===== config.mk =====
export PLATFORM = sky130hd
export DESIGN_NAME = dma_steal
export DESIGN_NICKNAME = d
export VERILOG_FILES = /design/src/rtl/dma_steal_pkg.sv /design/src/rtl/dma_steal_regs.sv /design/src/rtl/dma_steal_mover.sv /design/src/rtl/dma_steal.sv
export SDC_FILE = /design/constraint.sdc
export NUM_CORES = 1
export LEC_CHECK = 0
export ABC_AREA = 0
export BUFFER_PORTS_ARGS = -buffer_cell sky130_fd_sc_hd__buf_4
export CAP_MARGIN = 20
export CORE_UTILIZATION = 53
export DETAILED_ROUTE_END_ITERATION = 10
export GPL_TIMING_DRIVEN = 0
export PLACE_DENSITY = 0.85
export SYNTH_ARGS = -nofsm -noshare
export SYNTH_HDL_FRONTEND = slang
export SYNTH_SLANG_ARGS = --single-unit

===== constraint.sdc =====
create_clock -name clk -period 2.2 [get_ports clk]
set_input_delay 0.44 -clock clk [delete_from_list [all_inputs] [get_ports clk]]
set_output_delay 0.44 -clock clk [all_outputs]
set_load 0.01 [all_outputs]

===== src/rtl/dma_steal_pkg.sv =====
package dma_steal_pkg;

  typedef enum logic [1:0] {
    MV_IDLE = 2'd0,
    MV_REQ  = 2'd1,
    MV_XFER = 2'd2,
    MV_GAP  = 2'd3
  } mv_state_e;

  localparam logic [1:0] OFS_CTRL = 2'd0;
  localparam logic [1:0] OFS_DEV  = 2'd1;
  localparam logic [1:0] OFS_MEM  = 2'd2;
  localparam logic [1:0] OFS_CNT  = 2'd3;

  localparam int BIT_GO  = 0;
  localparam int BIT_DIR = 1;
  localparam int BIT_CLR = 2;

  localparam int ST_BUSY = 0;
  localparam int ST_DONE = 1;
  localparam int ST_DIR  = 2;

endpackage


===== src/rtl/dma_steal_regs.sv =====
module dma_steal_regs
  import dma_steal_pkg::*;
#(
  parameter int AW = 16,
  parameter int DW = 16,
  parameter int CW = 8
) (
  input  logic          clk,
  input  logic          rst_n,
  input  logic          reg_wr,
  input  logic [1:0]    reg_addr,
  input  logic [DW-1:0] reg_wdata,
  output logic [DW-1:0] reg_rdata,
  input  logic          busy_i,
  input  logic          done_set_i,
  input  logic [AW-1:0] cur_mem_i,
  input  logic [CW-1:0] cur_cnt_i,
  output logic          start_o,
  output logic          ld_mem_o,
  output logic          ld_cnt_o,
  output logic          dir_o,
  output logic [AW-1:0] dev_addr_o,
  output logic          irq_o
);

  logic          wr_ctrl;
  logic          clr_req;
  logic          dir_q;
  logic          done_q;
  logic [AW-1:0] dev_q;

  assign wr_ctrl  = reg_wr && (reg_addr == OFS_CTRL);
  assign clr_req  = wr_ctrl && reg_wdata[BIT_CLR];
  assign start_o  = wr_ctrl && reg_wdata[BIT_GO] && !busy_i;
  assign ld_mem_o = reg_wr && (reg_addr == OFS_MEM) && !busy_i;
  assign ld_cnt_o = reg_wr && (reg_addr == OFS_CNT) && !busy_i;

  always_ff @(posedge clk or negedge rst_n) begin
    if (!rst_n) begin
      dir_q  <= 1'b0;
      dev_q  <= '0;
      done_q <= 1'b0;
    end else begin
      if (wr_ctrl && !busy_i)
        dir_q <= reg_wdata[BIT_DIR];
      if (reg_wr && (reg_addr == OFS_DEV) && !busy_i)
        dev_q <= reg_wdata[AW-1:0];
      if (done_set_i)
        done_q <= 1'b1;
      else if (clr_req)
        done_q <= 1'b0;
    end
  end

  always_comb begin
    reg_rdata = '0;
    case (reg_addr)
      OFS_CTRL: begin
        reg_rdata[ST_BUSY] = busy_i;
        reg_rdata[ST_DONE] = done_q;
        reg_rdata[ST_DIR]  = dir_q;
      end
      OFS_DEV: reg_rdata[AW-1:0] = dev_q;
      OFS_MEM: reg_rdata[AW-1:0] = cur_mem_i;
      default: reg_rdata[CW-1:0] = cur_cnt_i;
    endcase
  end

  assign dir_o      = dir_q;
  assign dev_addr_o = dev_q;
  assign irq_o      = done_q;

  // the engine leaving busy is always accompanied by the interrupt
  a_r8_irq_at_finish: assert property (@(posedge clk) disable iff (!rst_n)
    $fell(busy_i) |-> irq_o);

  // interrupt is only removed by an explicit clear write
  a_r10_irq_sticky: assert property (@(posedge clk) disable iff (!rst_n)
    (irq_o && !clr_req) |=> irq_o);

  // configuration held steady while a block is in flight
  a_r11_cfg_frozen: assert property (@(posedge clk) disable iff (!rst_n)
    busy_i |=> ($stable(dev_q) && $stable(dir_q)));

endmodule


===== src/rtl/dma_steal_mover.sv =====
module dma_steal_mover
  import dma_steal_pkg::*;
#(
  parameter int AW = 16,
  parameter int DW = 16,
  parameter int CW = 8
) (
  input  logic          clk,
  input  logic          rst_n,
  input  logic          start_i,
  input  logic          ld_mem_i,
  input  logic [AW-1:0] ld_mem_data_i,
  input  logic          ld_cnt_i,
  input  logic [CW-1:0] ld_cnt_data_i,
  input  logic          dir_i,
  input  logic [AW-1:0] dev_addr_i,
  output logic          bus_req_o,
  input  logic          bus_gnt_i,
  output logic          bus_valid_o,
  input  logic          bus_ready_i,
  output logic [AW-1:0] bus_addr_o,
  output logic          bus_we_o,
  output logic [DW-1:0] bus_wdata_o,
  input  logic [DW-1:0] bus_rdata_i,
  output logic          busy_o,
  output logic          done_set_o,
  output logic [AW-1:0] cur_mem_o,
  output logic [CW-1:0] cur_cnt_o
);

  localparam logic [CW-1:0] CNT_ONE  = CW'(1);
  localparam logic [AW-1:0] ADDR_ONE = AW'(1);

  mv_state_e     state_q, state_n;
  logic          phase_q;   // 0: fetch from source, 1: store to destination
  logic [DW-1:0] hold_q;
  logic [AW-1:0] mem_q;
  logic [CW-1:0] cnt_q;
  logic          launch;
  logic          handshake;
  logic          use_mem;

  assign launch    = (state_q == MV_IDLE) && start_i && (cnt_q != '0);
  assign handshake = (state_q == MV_XFER) && bus_ready_i;

  always_comb begin
    state_n    = state_q;
    done_set_o = 1'b0;
    case (state_q)
      MV_IDLE: begin
        if (start_i) begin
          if (cnt_q == '0) done_set_o = 1'b1;
          else             state_n    = MV_REQ;
        end
      end
      MV_REQ: begin
        if (bus_gnt_i) state_n = MV_XFER;
      end
      MV_XFER: begin
        if (bus_ready_i) begin
          if (phase_q && (cnt_q == CNT_ONE)) begin
            state_n    = MV_IDLE;
            done_set_o = 1'b1;
          end else begin
            state_n = MV_GAP;
          end
        end
      end
      default: state_n = MV_REQ;
    endcase
  end

  always_ff @(posedge clk or negedge rst_n) begin
    if (!rst_n) begin
      state_q <= MV_IDLE;
      phase_q <= 1'b0;
      hold_q  <= '0;
      mem_q   <= '0;
      cnt_q   <= '0;
    end else begin
      state_q <= state_n;
      if (launch)
        phase_q <= 1'b0;
      if (handshake) begin
        if (!phase_q) begin
          hold_q  <= bus_rdata_i;
          phase_q <= 1'b1;
        end else begin
          phase_q <= 1'b0;
          mem_q   <= mem_q + ADDR_ONE;
          cnt_q   <= cnt_q - CNT_ONE;
        end
      end
      if (ld_mem_i) mem_q <= ld_mem_data_i;
      if (ld_cnt_i) cnt_q <= ld_cnt_data_i;
    end
  end

  assign use_mem     = phase_q ^ dir_i;
  assign bus_req_o   = (state_q == MV_REQ) || (state_q == MV_XFER);
  assign bus_valid_o = (state_q == MV_XFER);
  assign bus_addr_o  = use_mem ? mem_q : dev_addr_i;
  assign bus_we_o    = phase_q;
  assign bus_wdata_o = hold_q;
  assign busy_o      = (state_q != MV_IDLE);
  assign cur_mem_o   = mem_q;
  assign cur_cnt_o   = cnt_q;

  // a transaction opens only after a grant was observed
  a_r3_valid_after_grant: assert property (@(posedge clk) disable iff (!rst_n)
    $rose(bus_valid_o) |-> $past(bus_gnt_i));

  // request released right after every completed transaction
  a_r5_release_after_xfer: assert property (@(posedge clk) disable iff (!rst_n)
    (bus_valid_o && bus_ready_i) |=> !bus_req_o);

  // transaction fields stay put under back-pressure
  a_r6_hold_when_stalled: assert property (@(posedge clk) disable iff (!rst_n)
    (bus_valid_o && !bus_ready_i) |=>
      (bus_valid_o && $stable(bus_addr_o) && $stable(bus_we_o) && $stable(bus_wdata_o)));

  // every completed store consumes exactly one count
  a_r7_count_step: assert property (@(posedge clk) disable iff (!rst_n)
    (bus_valid_o && bus_ready_i && bus_we_o) |=> (cnt_q == $past(cnt_q) - CNT_ONE));

  // a zero-length go never touches the bus
  a_r9_zero_no_req: assert property (@(posedge clk) disable iff (!rst_n)
    ((state_q == MV_IDLE) && start_i && (cnt_q == '0)) |=> !bus_req_o);

endmodule


===== src/rtl/dma_steal.sv =====
module dma_steal
  import dma_steal_pkg::*;
#(
  parameter int AW = 16,
  parameter int DW = 16,
  parameter int CW = 8
) (
  input  logic          clk,
  input  logic          rst_n,
  input  logic          reg_wr,
  input  logic [1:0]    reg_addr,
  input  logic [DW-1:0] reg_wdata,
  output logic [DW-1:0] reg_rdata,
  output logic          irq,
  output logic          bus_req,
  input  logic          bus_gnt,
  output logic          bus_valid,
  input  logic          bus_ready,
  output logic [AW-1:0] bus_addr,
  output logic          bus_we,
  output logic [DW-1:0] bus_wdata,
  input  logic [DW-1:0] bus_rdata
);

  logic          start;
  logic          ld_mem;
  logic          ld_cnt;
  logic          dir;
  logic [AW-1:0] dev_addr;
  logic          busy;
  logic          done_set;
  logic [AW-1:0] cur_mem;
  logic [CW-1:0] cur_cnt;

  dma_steal_regs #(.AW(AW), .DW(DW), .CW(CW)) u_regs (
    .clk        (clk),
    .rst_n      (rst_n),
    .reg_wr     (reg_wr),
    .reg_addr   (reg_addr),
    .reg_wdata  (reg_wdata),
    .reg_rdata  (reg_rdata),
    .busy_i     (busy),
    .done_set_i (done_set),
    .cur_mem_i  (cur_mem),
    .cur_cnt_i  (cur_cnt),
    .start_o    (start),
    .ld_mem_o   (ld_mem),
    .ld_cnt_o   (ld_cnt),
    .dir_o      (dir),
    .dev_addr_o (dev_addr),
    .irq_o      (irq)
  );

  dma_steal_mover #(.AW(AW), .DW(DW), .CW(CW)) u_mover (
    .clk           (clk),
    .rst_n         (rst_n),
    .start_i       (start),
    .ld_mem_i      (ld_mem),
    .ld_mem_data_i (reg_wdata[AW-1:0]),
    .ld_cnt_i      (ld_cnt),
    .ld_cnt_data_i (reg_wdata[CW-1:0]),
    .dir_i         (dir),
    .dev_addr_i    (dev_addr),
    .bus_req_o     (bus_req),
    .bus_gnt_i     (bus_gnt),
    .bus_valid_o   (bus_valid),
    .bus_ready_i   (bus_ready),
    .bus_addr_o    (bus_addr),
    .bus_we_o      (bus_we),
    .bus_wdata_o   (bus_wdata),
    .bus_rdata_i   (bus_rdata),
    .busy_o        (busy),
    .done_set_o    (done_set),
    .cur_mem_o     (cur_mem),
    .cur_cnt_o     (cur_cnt)
  );

endmodule


==> qor.yml <==
syn_inst: 351
path_cells: "inv_2 -> ha_4 -> inv_2 -> a222oi_1 -> mux2i_1 -> buf_4"
synth_async_sr_flop_share: 1.00
cp-start-kind: "flop"
p_seq_frac: 0.320
avgSynthCellArea_um2: 10.0
hold_class: "in -> async"
grt_first_pass_wirelength_um: 15000
core_um2: 6390
worst-endpoint-arrival_ns: 1.75
drtIter0Drc: 298
critPathMaxStageDelay_ns: 0.41
synth-seq-cells: 61
drt_wl_total_um: 9990
reg2reg_from: "u_mover.state_q[0]"
drive_above_1_share: 0.407
synth_top_cell_by_area: "dfrtp_1"
critPathMaxFanout: 6
finalNetCount: 506
fillCellCount: 440
clockBufferDepth: 2
critPathKind: "reg -> out"
firstDrtPassIters: 6
start_util: 0.551
power_frac_comb: 0.542
p_clk_frac: 0.138
switchingPower_w: 0.00261
die_h_um: 83.5
cts.htree.levels: 3
intPower_w: 0.00414
insertion_delay_ns: 0.35
grt_util_all_layers: 0.281
outcome: "complete, no violations"
worstSetupEndpointType: "output port"
die_w_um: 83.5
crit_buf_inv: 3
peakVddDrop_uv: 888
cts_tree: "yes"
rows: 29
min_period_ns: 2.19
gp_congestion: 0.895
portBuffers: 90
cpMaxStageDelayCell: "dfrtp_1"
antenna_left: 0
startpoint: "u_mover.state_q[0]"
ys_top_cells_by_count: "61 x dfrtp_1, 48 x mux2_2, 45 x nand2_1"
rsz0062_at_grt: "yes"
syn2layout_area_growth_pct: 32.2
p_leak_nw: 2.07
gr-total-overflow: 0
antenna_found_initial: 0
finClkSkew_ns: 0.00310
drc: 0
yosysSeqAreaShare: 0.434
wl_per_cell_um: 18.6
setup_slack_ns: 0.00987
vias: 3221
synth.most_common_cell: "dfrtp_1"
hpwl_um: 6640
cts.sinks: 61
required_ns: 1.76
clock-root-buffer: "clkbuf_8"
synth_top_area_share: 0.434
place_ws_ns: -0.441
synth_edf_count: 0
maxCapViolations: 0
crit_path_frequent_cell: "inv_2"
slew_headroom: 0.479
clkSlewWorstSetupHoldPaths_ns: 0.07
powerDensity_nw_per_um2: 1450
syn-num-nets: 402
drv_slew: 0
ys_warn_count: 0
swShare: 0.387
fin_util: 0.729
synthDistinctLibCells: 36
grt_max_degree: 62
dieArea_um2: 6970
min_period_over_period: 0.996
n_antenna_cell: 0
synthTopCellsByArea: "dfrtp_1 43%, mux2_2 15%, nand2_1 4.8%"
via_per_inst: 6.00
synth_ff_type: "dfrtp_1"
finalHoldViolations: 0
syn_area_um2: 3520
grt_pass1_vias: 3037
cp_top_family: "flip-flops"
numCtsBuffers: 9
worst_pin_slew_ns: 0.781
setup_viol: 0
fmax_ghz: 0.457
io_pins: 91
[what timing repair did]
action,4_1_cts,5_1_grt
endpoints found under the hold margin,0,0
gates cloned,0,0
setup buffers,2,4
hold buffers,0,0
pin swaps,1,5
gates resized for setup,16,28
setup endpoints to repair,38,26
[path summary, 6_finish.rpt]
kind | cells after the start | slack (ns) | to
setup / recovery | 6 | 0.01 | reg_rdata[0]
hold / removal | 1 | 0.15 | u_mover.bus_wdata_o[4]
setup reg to reg | 8 | 0.10 | u_mover.cur_mem_o[13]
hold reg to reg | 1 | 0.51 | u_mover.bus_wdata_o[14]
max in group asynchronous | 1 | 1.52 | u_regs.dev_addr_o[10]
min in group clk | 3 | 0.29 | u_mover.cur_mem_o[12]
[sequential cells by signal, indices dropped and copies added, names as in the netlist]
register	count
u_mover.state_q	2
u_regs.irq_o	1
u_mover.cur_cnt_o	8
u_regs.dir_o	1
u_mover.bus_wdata_o	16
u_regs.dev_addr_o	16
u_mover.bus_we_o	1
u_mover.cur_mem_o	16
[cells by family (layout without fill, tap and decap cells)]
logic type	after synthesis	count (layout)	synth area share
adders and majority gates	12	12	0.0426
and+or+nand+nor	110	110	0.156
buffers and inverters	39	148	0.0444
xor gates and xnor gates	19	19	0.0494
DFF	61	61	0.434
AOI/OAI and AO/OA	55	55	0.0995
muxes	55	55	0.175
[worst register-to-register path, cell delays in order, from the launching register on]
cell	delay, ns
dfrtp_1	0.41
inv_2	0.11
ha_1	0.17
clkbuf_4	0.20
and3_1	0.16
buf_2	0.20
nand3_1	0.10
or4b_1	0.50
a31oi_1	0.18
[power groups by stage]
stage                     Combinational, W  Clock, W  Sequential, W
after global placement             0.00309         0        0.00208
after global routing               0.00391  0.000997        0.00223
after CTS                          0.00339  0.000944        0.00212
after detailed placement           0.00320         0        0.00213
after floorplan                    0.00189         0        0.00209
final                              0.00366  0.000933        0.00216
[final cells by class]
type                       count  area (um2)  share of cell area
sequential                    61        1530               0.328
inverter                      13        48.8              0.0105
multi-input combinational    251        1930               0.416
clock buffer                  12         155              0.0333
timing repair buffer          96         743               0.160
tap                           77        96.3              0.0207
clock inverter                 4        22.5             0.00484
buffer                        23         128              0.0274
[placed cells by master (no fill, tap or decap), types with 9 or more instances in the layout]
cell and instances:
nand4_1 10, mux2_2 39, ha_1 9, clkbuf_8 11, xnor2_1 15, o21ai_0 29, inv_1 9, mux2_4 10
buf_6 10, buf_4 90, nand2_1 45, clkbuf_1 13, nand3_1 10, a22oi_1 13, dfrtp_1 61
[through the flow]
| step | setup TNS [ns] | power (W) | area, um2 | hold slack, ns | cells |
|---|---|---|---|---|---|
| 2_1_floorplan | 0 | 0.00398 | 3520 | 0.144 | 351 |
| 3_3_place_gp | -7.74 | 0.00518 | 4290 | 0.488 | 518 |
| 3_5_place_dp | -8.18 | 0.00533 | 4290 | 0.495 | 518 |
| 4_1_cts | 0 | 0.00645 | 4530 | 0.188 | 533 |
| 5_1_grt | -0.477 | 0.00714 | 4650 | 0.220 | 537 |
| 6_report | 0 | 0.00675 | 4650 | 0.151 | 537 |
[layer usage]
metal	part of all wire	wire, um	vias up	track usage
met3	0.086	863	34	0.0682
met4	0.025	247	0	0.126
met5	0	0	-	0
li1	-	-	1452	-
met2	0.51	5080	161	0.473
met1	0.38	3800	1574	0.341
(Power assumes the default switching activity.)
